**src/rtl/trig_gate_pkg.sv**
```systemverilog
package trig_gate_pkg;

  typedef enum logic [1:0] {
    DEC_IDLE   = 2'd0,
    DEC_ACCEPT = 2'd1,
    DEC_VETO   = 2'd2,
    DEC_IGNORE = 2'd3
  } trig_dec_e;

  // Decide what a raw edge does given latch state and inhibit condition
  function automatic trig_dec_e classify(input logic rise, input logic latched,
                                         input logic inhibit);
    if (!rise)        return DEC_IDLE;
    else if (latched) return DEC_IGNORE;
    else if (inhibit) return DEC_VETO;
    else              return DEC_ACCEPT;
  endfunction

endpackage

```
**src/rtl/tg_sync.sv**
```systemverilog
module tg_sync #(
  parameter int W      = 1,
  parameter int STAGES = 2
) (
  input  logic         clk,
  input  logic         rst_n,
  input  logic [W-1:0] d_i,
  output logic [W-1:0] q_o
);
  logic [W-1:0] stg [STAGES];

  always_ff @(posedge clk) begin
    if (!rst_n) begin
      for (int i = 0; i < STAGES; i++) stg[i] <= '0;
    end else begin
      stg[0] <= d_i;
      for (int i = 1; i < STAGES; i++) stg[i] <= stg[i-1];
    end
  end

  assign q_o = stg[STAGES-1];
endmodule

```
**src/rtl/tg_edge.sv**
```systemverilog
module tg_edge #(
  parameter bit FALLING = 1'b0
) (
  input  logic clk,
  input  logic rst_n,
  input  logic lvl_i,
  output logic pulse_o
);
  logic prev_q;

  always_ff @(posedge clk) begin
    if (!rst_n) prev_q <= 1'b0;
    else        prev_q <= lvl_i;
  end

  generate
    if (FALLING) begin : g_fall
      assign pulse_o = prev_q & ~lvl_i;
    end else begin : g_rise
      assign pulse_o = ~prev_q & lvl_i;
    end
  endgenerate
endmodule

```
**src/rtl/tg_latch.sv**
```systemverilog
module tg_latch (
  input  logic clk,
  input  logic rst_n,
  input  logic set_i,
  input  logic clr_i,
  output logic q_o
);
  always_ff @(posedge clk) begin
    if (!rst_n)     q_o <= 1'b0;
    else if (set_i) q_o <= 1'b1;
    else if (clr_i) q_o <= 1'b0;
  end


  set_wins_chk: assert property (@(posedge clk) disable iff (!rst_n)
    set_i |=> q_o);
endmodule

```
**src/rtl/live_trigger_gate.sv**
```systemverilog
module live_trigger_gate
  import trig_gate_pkg::*;
#(
  parameter int N_PART      = 3,
  parameter int SYNC_STAGES = 2
) (
  input  logic              clk,
  input  logic              rst_n,
  input  logic              raw_trig_i,
  input  logic [N_PART-1:0] busy_i,
  input  logic [N_PART-1:0] eoe_pend_i,
  input  logic              run_en_i,
  output logic              live_o,
  output logic              veto_pulse_o
);
  localparam int SYNC_W = 2 * N_PART + 2;

  logic [SYNC_W-1:0] async_bus, sync_bus;
  logic [N_PART-1:0] busy_s, eoe_s;
  logic raw_s, run_s;
  logic busy_any, eoe_any, inhibit;
  logic raw_rise, busy_fall;
  trig_dec_e dec;
  logic set_ev, veto_ev;

  assign async_bus = {run_en_i, raw_trig_i, eoe_pend_i, busy_i};

  tg_sync #(.W(SYNC_W), .STAGES(SYNC_STAGES)) u_sync (
    .clk(clk), .rst_n(rst_n), .d_i(async_bus), .q_o(sync_bus));

  assign busy_s = sync_bus[N_PART-1:0];
  assign eoe_s  = sync_bus[2*N_PART-1:N_PART];
  assign raw_s  = sync_bus[2*N_PART];
  assign run_s  = sync_bus[2*N_PART+1];

  assign busy_any = |busy_s;
  assign eoe_any  = |eoe_s;
  assign inhibit  = busy_any | eoe_any | ~run_s;

  tg_edge #(.FALLING(1'b0)) u_raw_edge (
    .clk(clk), .rst_n(rst_n), .lvl_i(raw_s), .pulse_o(raw_rise));

  tg_edge #(.FALLING(1'b1)) u_busy_edge (
    .clk(clk), .rst_n(rst_n), .lvl_i(busy_any), .pulse_o(busy_fall));

  assign dec     = classify(raw_rise, live_o, inhibit);
  assign set_ev  = (dec == DEC_ACCEPT);
  assign veto_ev = (dec == DEC_VETO);

  tg_latch u_latch (
    .clk(clk), .rst_n(rst_n), .set_i(set_ev), .clr_i(busy_fall), .q_o(live_o));

  always_ff @(posedge clk) begin
    if (!rst_n) veto_pulse_o <= 1'b0;
    else        veto_pulse_o <= veto_ev;
  end


  accept_sets_chk: assert property (@(posedge clk) disable iff (!rst_n)
    (raw_rise && !inhibit && !live_o) |=> live_o);

  hold_while_busy_chk: assert property (@(posedge clk) disable iff (!rst_n)
    (live_o && busy_any) |=> live_o);

  busy_blocks_chk: assert property (@(posedge clk) disable iff (!rst_n)
    (raw_rise && busy_any && !live_o) |=> (!live_o && veto_pulse_o));

  pend_blocks_chk: assert property (@(posedge clk) disable iff (!rst_n)
    (raw_rise && eoe_any && !live_o) |=> !live_o);

  run_blocks_chk: assert property (@(posedge clk) disable iff (!rst_n)
    (raw_rise && !run_s && !live_o) |=> !live_o);

  ignore_latched_chk: assert property (@(posedge clk) disable iff (!rst_n)
    (raw_rise && live_o) |=> !veto_pulse_o);

  veto_single_chk: assert property (@(posedge clk) disable iff (!rst_n)
    veto_pulse_o |=> !veto_pulse_o);

  veto_excl_chk: assert property (@(posedge clk) disable iff (!rst_n)
    !(veto_pulse_o && $rose(live_o)));
endmodule

```
**config.mk**
```make
export PLATFORM = sky130hd
export DESIGN_NAME = live_trigger_gate
export DESIGN_NICKNAME = d
export VERILOG_FILES = /design/src/rtl/trig_gate_pkg.sv /design/src/rtl/tg_sync.sv /design/src/rtl/tg_edge.sv /design/src/rtl/tg_latch.sv /design/src/rtl/live_trigger_gate.sv
export SDC_FILE = /design/constraint.sdc
export NUM_CORES = 1
export LEC_CHECK = 0
export ABC_CLOCK_PERIOD_IN_PS = 2600
export BUFFER_PORTS_ARGS = -buffer_cell sky130_fd_sc_hd__buf_2
export CAP_MARGIN = 30
export CORE_AREA = 4 4 41 43
export DETAILED_ROUTE_END_ITERATION = 16
export DIE_AREA = 0 0 45 47
export GPL_ROUTABILITY_DRIVEN = 0
export HOLD_SLACK_MARGIN = 0.12
export PLACE_DENSITY_LB_ADDON = 0.3
export SLEW_MARGIN = 20
export SYNTH_ARGS = -nofsm -noshare
export SYNTH_HDL_FRONTEND = slang
export SYNTH_SLANG_ARGS = --single-unit
```
**constraint.sdc**
```tcl
create_clock -name clk -period 2.6 [get_ports clk]
set_input_delay 0.26 -clock clk [delete_from_list [all_inputs] [get_ports clk]]
set_output_delay 0.26 -clock clk [all_outputs]
set_load 0.02 [all_outputs]
```
==> results of run 1 <==
## cells in the final DEF (no fill, tap or decap)
| cell | count |
|---|---|
| bufinv_16 | 1 |
| nand4bb_1 | 1 |
| nor4b_1 | 1 |
| clkbuf_4 | 3 |
| or3_1 | 1 |
| nand2_1 | 1 |
| buf_2 | 11 |
| or4b_4 | 1 |
| and2_1 | 18 |
| dfxtp_1 | 20 |
| o21ba_1 | 1 |
| o32ai_1 | 1 |
## path summary, 6_finish.rpt
path | end
setup / recovery | u_latch.q_o$_SDFFE_PN0P_
hold / removal | u_sync.stg[0][6]$_SDFF_PN0_
setup reg to reg | u_latch.q_o$_SDFFE_PN0P_
hold reg to reg | u_sync.stg[0][15]$_SDFF_PN0_
## stage by stage
stage                     power [W]  cell area (um2)  instances  hold slack (ps)   util
final                      0.000594              702         75              159  0.539
after CTS                  0.000600              702         75              148  0.539
after global routing       0.000620              702         75              140  0.539
after global placement     0.000352              649         71              414  0.499
after floorplan            0.000344              583         47              387      -
after detailed placement   0.000353              649         71              417  0.499
## logic make-up after synthesis
group / after synthesis
simple gates: 23
compound gates: 2
flops: 20
buf+inv: 2
## final cells by class
class | count | share of cell area
timing repair buffer | 11 | 0.0784
clock buffer | 3 | 0.0321
tap | 15 | 0.0267
multi-input combinational | 25 | 0.250
sequential | 20 | 0.570
clock inverter | 1 | 0.0428
## state kept, by name, indices dropped and copies added (netlist names)
register	cells
u_sync.stg	16
u_busy_edge.prev_q	1
u_latch.q_o	1
u_raw_edge.prev_q	1
veto_pulse_o	1
## Yosys cell counts
cell	n	area share
dfxtp_1	20	0.69
and2_1	18	0.19
clkbuf_1	2	0.013
nand2_1	1	0.0064
nand4bb_1	1	0.019
nor4b_1	1	0.015
o21ba_1	1	0.017
o32ai_1	1	0.015
or3_1	1	0.011
or4b_4	1	0.024
## report_power, final
group	total, W	internal [W]	switching, W
combinational	0.0000230	0.0000139	0.00000909
clock	0.000248	0.000156	0.0000923
sequential	0.000323	0.000320	0.00000301
## critical path, delay by kind of cell (launching register included)
family           cells  cell delay [ps]
AND/OR/NAND/NOR      1              530
AO/OA/AOI/OAI        1              220
flip-flops           1              320
## routing by layer
| layer | global-route usage | vias up |
|---|---|---|
| met5 | 0 | - |
| met4 | 0.0877 | 0 |
| met3 | 0.0498 | 2 |
| met2 | 0.124 | 9 |
| met1 | 0.0915 | 117 |
| li1 | - | 176 |
==> results.tsv, run 1 <==
metric	value	unit
multi_input_area	175	um2
drt-total-wl	714	um
power_density	846	nW/um2
cts_root_buffer	clkbuf_4	
crit_path_end_kind	flip-flop	
wl_met3	68	um
diodes	0	
worstPathCellList	or4b_4, o32ai_1	
insertion_delay	290	ps
finalSetupViolations	0	
required	2810	ps
rr_worst_depth	2	
rrSetupSlack	1460	ps
io_pins	12	
slowest_delay	530	ps
cts_resized	0	
crit_path_max_fanout	2	
critPathSlowestCell	or4b_4	
synthSimpleGateAreaFrac	0.268	
drc_errors	0	
synth_cells	47	
synth_top_family_by_area	simple AND/OR/NAND/NOR gates	
postSynthAreaPerCell	12.4	um2
cts-htree-levels	1	
dr.pass1.iters	2	
path_clk_slew	110	ps
cts_setup_buffers	0	
ctsHoldBuffers	0	
grt_max_degree	21	
synth-xor-area-share	0	
nets	71	
yosysUniqueCellTypes	10	
worst-setup-path-type	reg2reg	
drtAntennaViolNets	0	
relSlewSlack	0.777	
grt_use_total	0.0887	
area_growth	20.4	%
fin_ws	1460	ps
nFillCells	127	
timing.fmax	0.875	GHz
wl_per_cell	9.52	um
peakVddDrop	0.490	mV
wl_met2	288	um
rows	13	
reg2reg_from	u_sync.stg[0][13]$_SDFF_PN0_	
tritoncts	done	
synth_seq_cells	20	
worst_slew_pin_slew	329	ps
status	completed	
rsz0062_at_grt	false	
netlist_area	583	um2
arrival	1360	ps
viasPerCell	4.05	
seq_area_frac_synth	0.687	
cts_max_path_buffers	2	
drt_iter0_markers	3	
numPortBuffers	11	
skew	3.47	ps
p_leak	0.309	nW
grt-ovfl-total	0	
antenna_found_initial	0	
hold_class	in2reg	
wl_met1	344	um
startpoint_type	flip-flop	
finalMaxSlewViolations	0	
hold_depth	2	
dieArea	2120	um2
seqCellArea	400	um2
worstHoldStart	raw_trig_i	
finalHoldViolCount	0	
ys.warnings.count	0	
fin_crit	1140	ps
fp.dieH	47	um
synth_compound_area_frac	0.0322	
muxShareOfSynthArea	0	
place_ws	1490	ps
startpoint	u_sync.stg[0][13]$_SDFF_PN0_	
num_vias	304	
grt_pass1_wl	1220	um
drive_above_1_share	0.267	
top_layer	met4	
start_util	0.448	
numCtsBuffers	3	
syn-num-nets	57	
synthAdderAreaFrac	0	
die_x	45	um
fin_setup_tns	0	ps
clock_sinks	20	
core	1300	um2
grt_pass1_vias	309	
drv_cap	0	
finalCritPeriodShare	0.440	
No activity file was read; power rests on OpenSTA's default activity.
==> run 2, diff against run 1 <==
- ABC_AREA: default -> 1
- ABC_CLOCK_PERIOD_IN_PS: 2600 -> 980
- CORE_AREA: 4 4 41 43 -> default
- CORE_MARGIN: default -> 4
- CORE_UTILIZATION: default -> 45
- DIE_AREA: 0 0 45 47 -> default
- clock period: 2.6 -> 0.98 ns (I/O delays scaled with it)
==> results.tsv, run 2 <==
metric	value	unit
power_density	1610	nW/um2
syn-num-nets	89	
hold_class	in2reg	
drc_errors	0	
core	1330	um2
synth_common_cells	inv_1 (24), nand2_1 (21), dfxtp_1 (20)	
finalMaxSlewViolations	0	
drtAntennaViolNets	0	
cts_root_buffer	clkbuf_4	
critPathBufInv	1	
worst-setup-path-type	reg2out	
grt_use_total	0.0946	
critPathSlowestCell	dfxtp_1	
status	completed	
grt_pass1_vias	356	
regMostFlops	u_sync.stg	
drive_above_1_share	0.192	
arrival	800	ps
finalPower	0.00132	W
path_clk_slew	100	ps
netlist_area	653	um2
dr.pass1.iters	2	
fp.dieH	46.1	um
startpoint_type	flip-flop	
dieArea	2120	um2
final_cell_mix	inv_1 (24), nand2_1 (21), dfxtp_1 (20)	
nets	111	
skew	2.86	ps
synth_ff_type	dfxtp_1	
crit_path_end_kind	primary output	
reg2reg_from	u_sync.stg[0][13]$_SDFF_PN0_	
dpl.hpwl	531	um
fin_crit	899	ps
clock_sinks	20	
rsz0062_at_grt	false	
timing.fmax	1.11	GHz
slowest_delay	350	ps
synth_seq_cells	20	
wl_per_cell	7.41	um
drt-total-wl	845	um
worst_slew_pin_slew	321	ps
busiest_layer	met2	
ys.warnings.count	0	
cts_max_path_buffers	2	
finalSetupViolations	0	
seq_area_frac_synth	0.613	
numPortBuffers	11	
synth_top_area_share	0.613	
cts_setup_buffers	0	
io_pins	12	
ctsHoldBuffers	8	
worstReg2RegEnd	u_latch.q_o$_SDFFE_PN0P_	
grt_pass1_wl	1390	um
grt_max_degree	21	
yosysUniqueCellTypes	13	
synth-edff-count	0	
area_growth	25.1	%
cts-htree-levels	1	
antenna_found_initial	0	
crit_path_max_fanout	3	
insertion_delay	280	ps
synth_area_leaders	dfxtp_1 (61%), inv_1 (14%), nand2_1 (12%), nor2_4 (3.4%), a21oi_1 (1.5%)	
required	880	ps
diodes	0	
relSlewSlack	0.786	
tritoncts	done	
cp.depth	1	
drv_cap	0	
postSynthAreaPerCell	8.27	um2
yosysTopAreaCell	dfxtp_1	
nFillCells	109	
grt_use_met3	0.0469	
critPathTopFamily	flip-flops	
rr_worst_depth	5	
critPathCapture	live_o	
start_util	0.490	
final_util	0.613	
met1_usage	0.115	
finalHoldViolCount	0	
async_flop_share	0	
viasPerCell	3.82	
drt_iter0_markers	3	
cts_resized	0	
die_x	46.1	um
startpoint	u_latch.q_o$_SDFFE_PN0P_	
grt-ovfl-total	0	
rrSetupSlack	200	ps
rows	13	
num_vias	436	
finalCritPeriodShare	0.917	
p_leak	0.483	nW
synth_cells	79	
final_common_cell	inv_1	
fin_setup_tns	0	ps
numCtsBuffers	3	
worstPathCellList	buf_2	
largest_reg_flops	16	
grtUsageMet2	0.143	
yosys.cell_count.top_type	inv_1	
peakVddDrop	0.908	mV
==> run 2: cell count changes in the layout (fill, tap and decap cells not counted), sizes merged, moves of 2 or more <==
| cell | previous run | this run |
|---|---|---|
| nand2 | 1 | 22 |
| nand3 | 0 | 2 |
| a21oi | 0 | 2 |
| dlygate4sd3 | 0 | 8 |
| inv | 0 | 25 |
| nor2 | 0 | 5 |
| and2 | 18 | 0 |
==> run 2: logic make-up (layout without fill, tap and decap cells) <==
family / Yosys count / after routing / synth area share
AOI/OAI and AO/OA: 3 / 3 / 0.0230
buffers and inverters: 27 / 47 / 0.163
and+or+nand+nor: 29 / 29 / 0.201
DFF: 20 / 20 / 0.613
==> run 2: power breakdown <==
part / internal, W / switching (W)
Sequential: 0.000848 / 0.0000102
Combinational: 0.0000555 / 0.0000506
Clock: 0.000142 / 0.000211
==> run 2: worst min-delay path by stage <==
| stage | startpoint | endpoint | slack, ps | cells after the start |
|---|---|---|---|---|
| after floorplan | busy_i[0] | u_sync.stg[0][0]$_SDFF_PN0_ | 200 | 2 |
| after global placement | eoe_pend_i[0] | u_sync.stg[0][3]$_SDFF_PN0_ | 280 | 3 |
| after detailed placement | eoe_pend_i[2] | u_sync.stg[0][5]$_SDFF_PN0_ | 280 | 3 |
| after CTS | rst_n | u_sync.stg[0][5]$_SDFF_PN0_ | 170 | 3 |
| after global routing | rst_n | u_sync.stg[0][5]$_SDFF_PN0_ | 190 | 3 |
| final | rst_n | u_sync.stg[0][14]$_SDFF_PN0_ | 180 | 3 |
==> run 2: metal layers <==
layer | wire length [um] | vias up
met3 | 48 | 0
met2 | 406 | 11
li1 | - | 256
met4 | 0 | 0
met1 | 391 | 169
met5 | 0 | -
==> run 2: cell type report <==
cell class / count / area (um2) / share of cell area
clock buffers: 3 / 22.5 / 0.0276
inverters: 25 / 93.8 / 0.115
multi-input cells: 32 / 146 / 0.179
flip-flops and latches: 20 / 400 / 0.490
well taps: 15 / 18.8 / 0.0230
repair buffers: 19 / 135 / 0.165
==> run 2: stage by stage <==
step	setup slack [ps]	cells	instance area [um2]	hold WS, ps
after floorplan	197	79	653	196
after global placement	235	103	714	278
after detailed placement	207	103	714	281
after CTS	55.1	114	817	172
after global routing	22.1	114	817	188
final	81.0	114	817	181
